## config.mk

```make
export PLATFORM = sky130hd
export DESIGN_NAME = dly_sweep_start
export DESIGN_NICKNAME = d
export VERILOG_FILES = /design/src/rtl/dss_pkg.sv /design/src/rtl/dss_ctrl.sv /design/src/rtl/dss_datapath.sv /design/src/rtl/dly_sweep_start.sv
export SDC_FILE = /design/constraint.sdc
export NUM_CORES = 1
export LEC_CHECK = 0
export BUFFER_PORTS_ARGS = -buffer_cell sky130_fd_sc_hd__buf_2
export CAP_MARGIN = 30
export CORE_AREA = 2 2 39 41
export CTS_CLUSTER_DIAMETER = 120
export DETAILED_ROUTE_END_ITERATION = 8
export DIE_AREA = 0 0 41 43
export SYNTH_ARGS = -nofsm -noshare
export SYNTH_HDL_FRONTEND = slang
export SYNTH_SLANG_ARGS = --single-unit
```

## constraint.sdc

```tcl
create_clock -name clk -period 1.1 [get_ports clk]
set_clock_uncertainty 0.05 [all_clocks]
set_input_delay 0.22 -clock clk [delete_from_list [all_inputs] [get_ports clk]]
set_output_delay 0.22 -clock clk [all_outputs]
set_load 0.02 [all_outputs]
```

## src/rtl/dss_pkg.sv

```systemverilog
package dss_pkg;

  // Sequencing of one main sweep as seen by the delayed-start logic.
  typedef enum logic [1:0] {
    ST_WAIT  = 2'd0,  // main sweep idle or delay not yet elapsed
    ST_ARMED = 2'd1,  // delay elapsed, waiting for a trigger
    ST_RUN   = 2'd2,  // delayed sweep gated on
    ST_SPENT = 2'd3   // delayed sweep done for this main sweep
  } dssState_t;

  // Strobes from control to datapath.
  typedef struct packed {
    logic start;
    logic stop;
  } dssStrobe_t;

endpackage

```

## src/rtl/dss_ctrl.sv

```systemverilog
module dss_ctrl
  import dss_pkg::*;
(
  input  logic       clk,
  input  logic       rst_n,
  input  logic       mainActive,
  input  logic       delayDone,
  input  logic       dlyTrig,
  input  logic       dlySweepEnd,
  input  logic       runMode,
  output dssStrobe_t strb,
  output dssState_t  state
);

  dssState_t stateNxt;

  always_comb begin
    stateNxt   = state;
    strb.start = 1'b0;
    strb.stop  = 1'b0;
    unique case (state)
      ST_WAIT: begin
        if (mainActive && delayDone) begin
          if (runMode) begin
            stateNxt   = ST_RUN;
            strb.start = 1'b1;
          end else begin
            stateNxt = ST_ARMED;
          end
        end
      end
      ST_ARMED: begin
        if (!mainActive) begin
          stateNxt = ST_WAIT;
        end else if (dlyTrig || runMode) begin
          stateNxt   = ST_RUN;
          strb.start = 1'b1;
        end
      end
      ST_RUN: begin
        if (!mainActive) begin
          stateNxt  = ST_WAIT;
          strb.stop = 1'b1;
        end else if (dlySweepEnd) begin
          stateNxt  = ST_SPENT;
          strb.stop = 1'b1;
        end
      end
      ST_SPENT: begin
        if (!mainActive) stateNxt = ST_WAIT;
      end
      default: stateNxt = ST_WAIT;
    endcase
  end

  always_ff @(posedge clk) begin
    if (!rst_n) state <= ST_WAIT;
    else        state <= stateNxt;
  end

endmodule

```

## src/rtl/dss_datapath.sv

```systemverilog
module dss_datapath
  import dss_pkg::*;
#(
  parameter int LVL_W = 4
) (
  input  logic             clk,
  input  logic             rst_n,
  input  logic [LVL_W-1:0] trigLevel,
  input  dssStrobe_t       strb,
  output logic             runMode,
  output logic             dlyGate,
  output logic             dispSel
);

  localparam logic [LVL_W-1:0] LVL_TOP = {LVL_W{1'b1}};

  // The top end of the level range selects run-on-expiry mode.
  assign runMode = (trigLevel == LVL_TOP);

  always_ff @(posedge clk) begin
    if (!rst_n) begin
      dlyGate <= 1'b0;
      dispSel <= 1'b0;
    end else if (strb.stop) begin
      dlyGate <= 1'b0;
      dispSel <= 1'b0;
    end else if (strb.start) begin
      dlyGate <= 1'b1;
      dispSel <= 1'b1;
    end
  end

endmodule

```

## src/rtl/dly_sweep_start.sv

```systemverilog
module dly_sweep_start
  import dss_pkg::*;
#(
  parameter int LVL_W = 4
) (
  input  logic             clk,
  input  logic             rst_n,
  input  logic             mainActive,
  input  logic             delayDone,
  input  logic             dlyTrig,
  input  logic [LVL_W-1:0] trigLevel,
  input  logic             dlySweepEnd,
  output logic             dlyGate,
  output logic             dispSel
);

  dssStrobe_t strb;
  dssState_t  state;
  logic       runMode;

  dss_ctrl u_ctrl (
    .clk        (clk),
    .rst_n      (rst_n),
    .mainActive (mainActive),
    .delayDone  (delayDone),
    .dlyTrig    (dlyTrig),
    .dlySweepEnd(dlySweepEnd),
    .runMode    (runMode),
    .strb       (strb),
    .state      (state)
  );

  dss_datapath #(.LVL_W(LVL_W)) u_dp (
    .clk      (clk),
    .rst_n    (rst_n),
    .trigLevel(trigLevel),
    .strb     (strb),
    .runMode  (runMode),
    .dlyGate  (dlyGate),
    .dispSel  (dispSel)
  );

endmodule

```

Yosys cells after proc, flatten, opt, wreduce, memory -nomap -nowiden
Cells that the tools add are included.
- register bits after elaboration: 3
- input bits: 10
- word-level logic and storage cells: 32
- eq/ne operators: 8
- mux-type cells: 16
- bitwise operators: 1
- reduce and logical (&&, ||, !) cells: 5
- operators with widths (operator ; count):
    2-bit 2-to-1 mux ; 7
    2-bit one-hot mux with 4 select lines ; 1
    1-bit 2-to-1 mux ; 7
    2-bit equality test, second input constant ; 2
    4-bit equality test, second input constant ; 1
    4-bit AND reduction ; 1
    3-bit by 2-bit != test with 1-bit output, second input constant ; 1
    3-bit != test, second input constant ; 1
    2-bit by 1-bit equality test with 1-bit output, second input constant ; 1
    2-bit zero test ; 1
    2-bit by 1-bit != test with 1-bit output, second input constant ; 1
    2-bit != test, second input constant ; 1
    1-bit one-hot mux with 2 select lines ; 1
    2-bit OR reduction ; 1
    1-bit logical AND ; 1
    1-bit logical OR ; 1
    1-bit inverter ; 1

Depth between registers and ports, before layout
Gate-level depths: netlist of the first run.
- depth after elaboration: 5
- mapped depth: 4
- mapped depth without buffers: 3

Modules after synthesis
A second synthesis of the first run with hierarchy kept.
- cell total of the unflattened synthesis: 19
- area total of the unflattened synthesis: 166.4 um^2
- by module, submodules not included (module ; instances ; cells an instance ; area each (um^2) ; sequential area each (um^2)):
    dss_ctrl ; 1 ; 14 ; 113.9 ; 40.0
    dss_datapath ; 1 ; 5 ; 52.6 ; 20.0

Worst setup path after synthesis of the first run
Ideal clock, no wire load.
- kind: register to register
- start: register u_ctrl.state[0]
- end: register u_ctrl.state[0]
- arrival: 0.825 ns
- data required time: 0.931 ns
- slack: 0.106 ns
- stages on the path, launching flop included: 4
- period minus slack after synthesis: 0.994 ns
- cells stage by stage: dfxtp_1 inv_1 o211a_1 o221a_1
- longest elaborated chain between the ends: 3
- elaborated cells on any way between the ends: 10
- classes of those cells: 7 x eq/ne; 1 x mux; 2 x reduce/logical
- ends and longest elaborated chain (item ; RTL line ; source):
    start, declared ; dss_ctrl.sv:12 ; output dssState_t state
    start signal, assigned ; dss_ctrl.sv:58 ; else state <= stateNxt;
    2-bit by 1-bit equality test with 1-bit output, or another cell as far along ; dss_ctrl.sv:21 ; unique case (state)
    3-bit by 2-bit != test with 1-bit output (no source line), or another cell as far along ; n/a ;
    4-bit AND reduction (no source line) ; n/a ;
Parallel ways exist; a longest one is shown, timed or not.
A chain may end at the register's enable or synchronous reset.

Worst setup path in the final report of the first run
Same ends and word-level chain as after synthesis.

==> flow_metrics.env, run 1 <==
export IMPL_status="completed"
export IMPL_regArea_um2=61.3
export IMPL_crit_path_max_fanout=5
export IMPL_fp_dieW_um=41
export IMPL_worstPathArrival_ns=1.14
export IMPL_cts_clk_slew_worst_paths_ns=0.04
export IMPL_avgSynthCellArea_um2=8.71
export IMPL_power_mw=0.389
export IMPL_detail_route_wl_per_cell_um=9.61
export IMPL_powerDensity_mw_per_mm2=1300
export IMPL_setup_tns_ns=0
export IMPL_synth_compound_area_share_pct=43.1
export IMPL_core_mm2=0.00138
export IMPL_rsz0062_at_grt="false"
export IMPL_p_switching_mw=0.101
export IMPL_hold_path_class="input port to flip-flop"
export IMPL_diodes=0
export IMPL_synth_top_family_by_area="compound AO/OA/AOI/OAI gates"
export IMPL_finalNonFillerCells=54
export IMPL_post_route_period_util_pct=96.4
export IMPL_grt_pass1_wl_um=765
export IMPL_cts_resized_gates=0
export IMPL_synth_nets=34
export IMPL_peakVddDrop_mv=0.483
export IMPL_synthMuxAreaShare_pct=0
export IMPL_multi_input_area_um2=123
export IMPL_core_rowCount=14
export IMPL_post_cts_buffers=0
export IMPL_vias_per_cell=4.11
export IMPL_synth_warning_count=0
export IMPL_ctsHoldBuffers=0
export IMPL_max_slew_margin_pct=86.5
export IMPL_synthXorXnorAreaFrac_pct=0
export IMPL_port_buffer_count=11
export IMPL_wl_um=519
export IMPL_cp_start_kind="flip-flop"
export IMPL_fillers=153
export IMPL_final_common_cell="buf_2"
export IMPL_grt_pass1_vias=206
export IMPL_p_comb_share_pct=17.5
export IMPL_drt_iter0_drc=6
export IMPL_cts_tree="built"
export IMPL_ys_ff_latch=3
export IMPL_synthToLayoutAreaGrowth_pct=43.7
export IMPL_die_y_um=43
export IMPL_period_needed_ns=1.06
export IMPL_firstDrtPassIters=2
export IMPL_timing_worst_setup_path_type="flip-flop to flip-flop"
export IMPL_setup_viol=0
export IMPL_synth_distinct_cells=15
export IMPL_synthAdderAreaFrac_pct=0
export IMPL_worst_slew_pin_transition_ns=0.201
export IMPL_synth_area_um2=209
export IMPL_final_cell_mix="buf_2 (11), a21oi_1 (4), clkbuf_4 (3)"
export IMPL_drcViolationCount=0
export IMPL_hpwl_um=419
export IMPL_root_buffer="clkbuf_4"
export IMPL_seqPwrFrac_pct=31.5
export IMPL_cts_max_level=1
export IMPL_cts_buffer_depth=2
export IMPL_antenna_found_initial=0
export IMPL_sw_frac_of_total_pct=26.0
export IMPL_track_usage_pct=6.81
export IMPL_ant_nets=0
export IMPL_numCtsBuffers=3
export IMPL_vias=222
export IMPL_p_leak_nw=0.150
export IMPL_synthCells=24
export IMPL_cts_sinks=3
export IMPL_hold_viol=0
export IMPL_dpl_cell_count=50
export IMPL_nNetsFinal=49
export IMPL_num_io_pins=12
export IMPL_yosys_area_share_simple_pct=15.6
export IMPL_grt_max_degree=9
export IMPL_place_congestion=0.813
export IMPL_grt_overflow=0
export IMPL_p_int_mw=0.288
export IMPL_drv_slew=0
export IMPL_drv_cap=0
export IMPL_die_area_mm2=0.00176
export IMPL_seq_area_frac_synth_pct=28.7
export IMPL_start_util_pct=15.1
export IMPL_pwr_share_clk_pct=51.0
export IMPL_drive_gt1_share_pct=47.4
export IMPL_clock_latency_ns=0.24
export IMPL_fmax_mhz=943
export IMPL_cp_end_kind="flip-flop"
export IMPL_critical_path_required_ns=1.17
## flip-flops by register name, summed over array words and instances (netlist names)
signal / cells
u_ctrl.state: 2
u_dp.dispSel: 1
## layout make-up
| class | instances | area share (%) |
|---|---|---|
| sequential | 3 | 20.4 |
| clock buffer | 4 | 8.75 |
| timing repair buffer | 12 | 20.8 |
| inverter | 2 | 2.50 |
| tap | 16 | 6.67 |
| multi-input combinational | 17 | 40.8 |
## worst max-delay path: stages (launching register included)
cell,delay (ns)
dfxtp_1,0.38
inv_1,0.07
o211a_1,0.23
o221a_1,0.22
## final timing paths
path | to | cells past startpoint | from | slack, ns
setup / recovery | u_ctrl.state[0] | 3 | u_ctrl.state[0] | 0.04
hold / removal | u_ctrl.state[1] | 2 | rst_n | 0.21
setup reg to reg | u_ctrl.state[0] | 3 | u_ctrl.state[0] | 0.04
hold reg to reg | u_dp.dispSel | 1 | u_dp.dispSel | 0.53
## metal layers
| layer | vias up | share of wire [%] | track usage, % |
|---|---|---|---|
| met5 | - | 0 | 0 |
| met1 | 98 | 48 | 7.03 |
| met3 | 0 | 6.9 | 4.71 |
| li1 | 117 | - | - |
| met4 | 0 | 0 | 4.00 |
| met2 | 7 | 45 | 9.69 |
## Yosys cell counts
master,n,area (µm²)
o221a_1,2,22.5
dfxtp_1,3,60.1
buf_4,1,7.51
nor2b_2,1,8.76
nor2b_1,1,6.26
nand4_1,1,6.26
a21oi_1,4,20.0
a211oi_1,1,7.51
buf_6,1,11.3
nand2_1,1,3.75
o211a_1,2,20.0
a211oi_2,1,12.5
nor2_1,2,7.51
a21o_1,1,7.51
inv_1,2,7.51
## power by group through the flow
stage | clock (mW) | combinational, mW | sequential (mW)
6_report | 0.198 | 0.0683 | 0.123
5_1_grt | 0.219 | 0.0754 | 0.123
4_1_cts | 0.207 | 0.0685 | 0.122
3_5_place_dp | 0 | 0.0685 | 0.124
3_3_place_gp | 0 | 0.0671 | 0.124
2_1_floorplan | 0 | 0.0403 | 0.123
## per-stage QoR
step           utilization (%)  hold WS, ns  setup slack, ns  instance area (µm²)
2_1_floorplan                -        0.303            0.106                  209
3_3_place_gp              19.7        0.449           0.0396                  273
3_5_place_dp              19.7        0.452           0.0303                  273
4_1_cts                   21.6        0.202           0.0255                  299
5_1_grt                   21.7        0.202          0.00272                  300
6_report                  21.7        0.213           0.0392                  300
## logic make-up after synthesis
logic type | Yosys count
compound gates | 11
buf+inv | 4
flops | 3
simple gates | 6
Power figures use the tool's default switching activity.
==> run 2, diff against run 1 <==
clock period = 1.2 ns   (was 1.1 ns; I/O delays follow)
==> run 2 against run 1 <==
Net effect:
- first-iteration DRC count down 50%
- non-clock buffer count down 1
- largest power group unchanged
- power down 12%
- maximum frequency down 3.4%
- largest cell class unchanged
==> flow_metrics.env, run 2 (synthesis results as in run 1) <==
export IMPL_root_buffer="clkbuf_4"
export IMPL_clock_latency_ns=0.23
export IMPL_drive_gt1_share_pct=43.2
export IMPL_firstDrtPassIters=3
export IMPL_ant_nets=0
export IMPL_cts_max_level=1
export IMPL_diodes=0
export IMPL_powerDensity_mw_per_mm2=1180
export IMPL_wl_met3_um=36
export IMPL_vias_per_cell=4.21
export IMPL_top_register="u_ctrl.state"
export IMPL_synthToLayoutAreaGrowth_pct=39.5
export IMPL_detail_route_wl_per_cell_um=8.66
export IMPL_cts_tree="built"
export IMPL_fmax_mhz=911
export IMPL_post_route_period_util_pct=91.5
export IMPL_cts_clk_slew_worst_paths_ns=0.04
export IMPL_port_buffer_count=11
export IMPL_cts_resized_gates=0
export IMPL_antenna_found_initial=0
export IMPL_drv_cap=0
export IMPL_reg_top3="u_ctrl.state (2), u_dp.dispSel (1)"
export IMPL_num_io_pins=12
export IMPL_final_cell_mix="buf_2 (11), a21oi_1 (4), clkbuf_4 (3), dfxtp_1 (3)"
export IMPL_crit_buf_inv=0
export IMPL_fin_area_um2=292
export IMPL_critical_path_required_ns=1.26
export IMPL_timing_worst_setup_path_type="flip-flop to flip-flop"
export IMPL_grt_max_degree=9
export IMPL_crit_path_max_fanout=8
export IMPL_nNetsFinal=48
export IMPL_numCtsBuffers=3
export IMPL_period_needed_ns=1.10
export IMPL_largest_reg_flops=2
export IMPL_placed_area_um2=265
export IMPL_r2r_slack_ns=0.10
export IMPL_grt_pass1_vias=209
export IMPL_drv_slew=0
export IMPL_hpwl_um=386
export IMPL_vias=223
export IMPL_p_leak_nw=0.144
export IMPL_drt_iter0_drc=3
export IMPL_grt_overflow=0
export IMPL_top_layer="met4"
export IMPL_peakVddDrop_mv=0.468
export IMPL_cp_top_family="flip-flops"
export IMPL_max_slew_margin_pct=80.4
export IMPL_rsz0062_at_grt="false"
export IMPL_post_cts_buffers=0
export IMPL_hold_viol=0
export IMPL_wl_met2_um=200
export IMPL_status="completed"
export IMPL_setup_tns_ns=0
export IMPL_core_mm2=0.00138
export IMPL_final_common_cell="buf_2"
export IMPL_max_stage_delay_ns=0.48
export IMPL_wl_um=459
export IMPL_die_area_mm2=0.00176
export IMPL_setup_viol=0
export IMPL_cp_start_kind="flip-flop"
export IMPL_hold_path_class="input port to flip-flop"
export IMPL_start_util_pct=15.1
export IMPL_worst_slew_pin_transition_ns=0.294
export IMPL_place_congestion=0.811
export IMPL_die_y_um=43
export IMPL_cpMaxStageDelayCell="dfxtp_1"
export IMPL_grt_pass1_wl_um=786
export IMPL_fp_dieW_um=41
export IMPL_cp_end_kind="flip-flop"
export IMPL_drcViolationCount=0
export IMPL_cts_buffer_depth=2
export IMPL_wl_met1_um=207
export IMPL_core_rowCount=14
export IMPL_worstPathCellList="a211oi_1, a21o_1, o221a_1"
export IMPL_cts_sinks=3
export IMPL_worstPathArrival_ns=1.16
export IMPL_track_usage_pct=7.22
export IMPL_ctsHoldBuffers=0
## run 2: report_power, final
part | internal, mW | switching [mW] | leakage (nW) | total, mW
Clock | 0.124 | 0.0477 | 0.0150 | 0.172
Combinational | 0.0312 | 0.0277 | 0.105 | 0.0589
Sequential | 0.106 | 0.00686 | 0.0245 | 0.113
## run 2: cell type report
cell class                 count  area [µm²]
fill                         162        1090
multi-input combinational     17         123
sequential                     3        60.1
timing repair buffer          11        55.1
clock buffer                   4        26.3
tap                           16        20.0
inverter                       2        7.51
## run 2: through the flow
stage | util [%] | setup WS (ns) | hold slack, ns | cells | total power [mW]
detailed placement | 19.2 | 0.0927 | 0.467 | 49 | 0.173
global route | 21.1 | 0.0460 | 0.227 | 53 | 0.379
floorplan | - | 0.206 | 0.323 | 24 | 0.150
finish | 21.1 | 0.102 | 0.229 | 53 | 0.343
CTS | 21.1 | 0.115 | 0.224 | 53 | 0.353
global placement | 19.2 | 0.104 | 0.463 | 49 | 0.172
## run 2: routing by layer
layer  vias to the layer above  global-route usage, %
met5                         -                      0
met4                         0                   6.00
met3                         2                   4.71
met2                         9                   9.69
met1                        94                   7.37
li1                        118                      -
## run 2: worst reg2reg max path: cells and delay by family (launching register included)
kind | cells | cell delay [ns]
AO/OA/AOI/OAI | 3 | 0.45
flip-flops | 1 | 0.48
## run 2: worst paths after layout
path              depth (start not counted)       startpoint              end
hold / removal                            2            rst_n  u_ctrl.state[1]
setup reg to reg                          3  u_ctrl.state[1]  u_ctrl.state[0]
setup / recovery                          3  u_ctrl.state[1]  u_ctrl.state[0]
hold reg to reg                           1     u_dp.dispSel     u_dp.dispSel
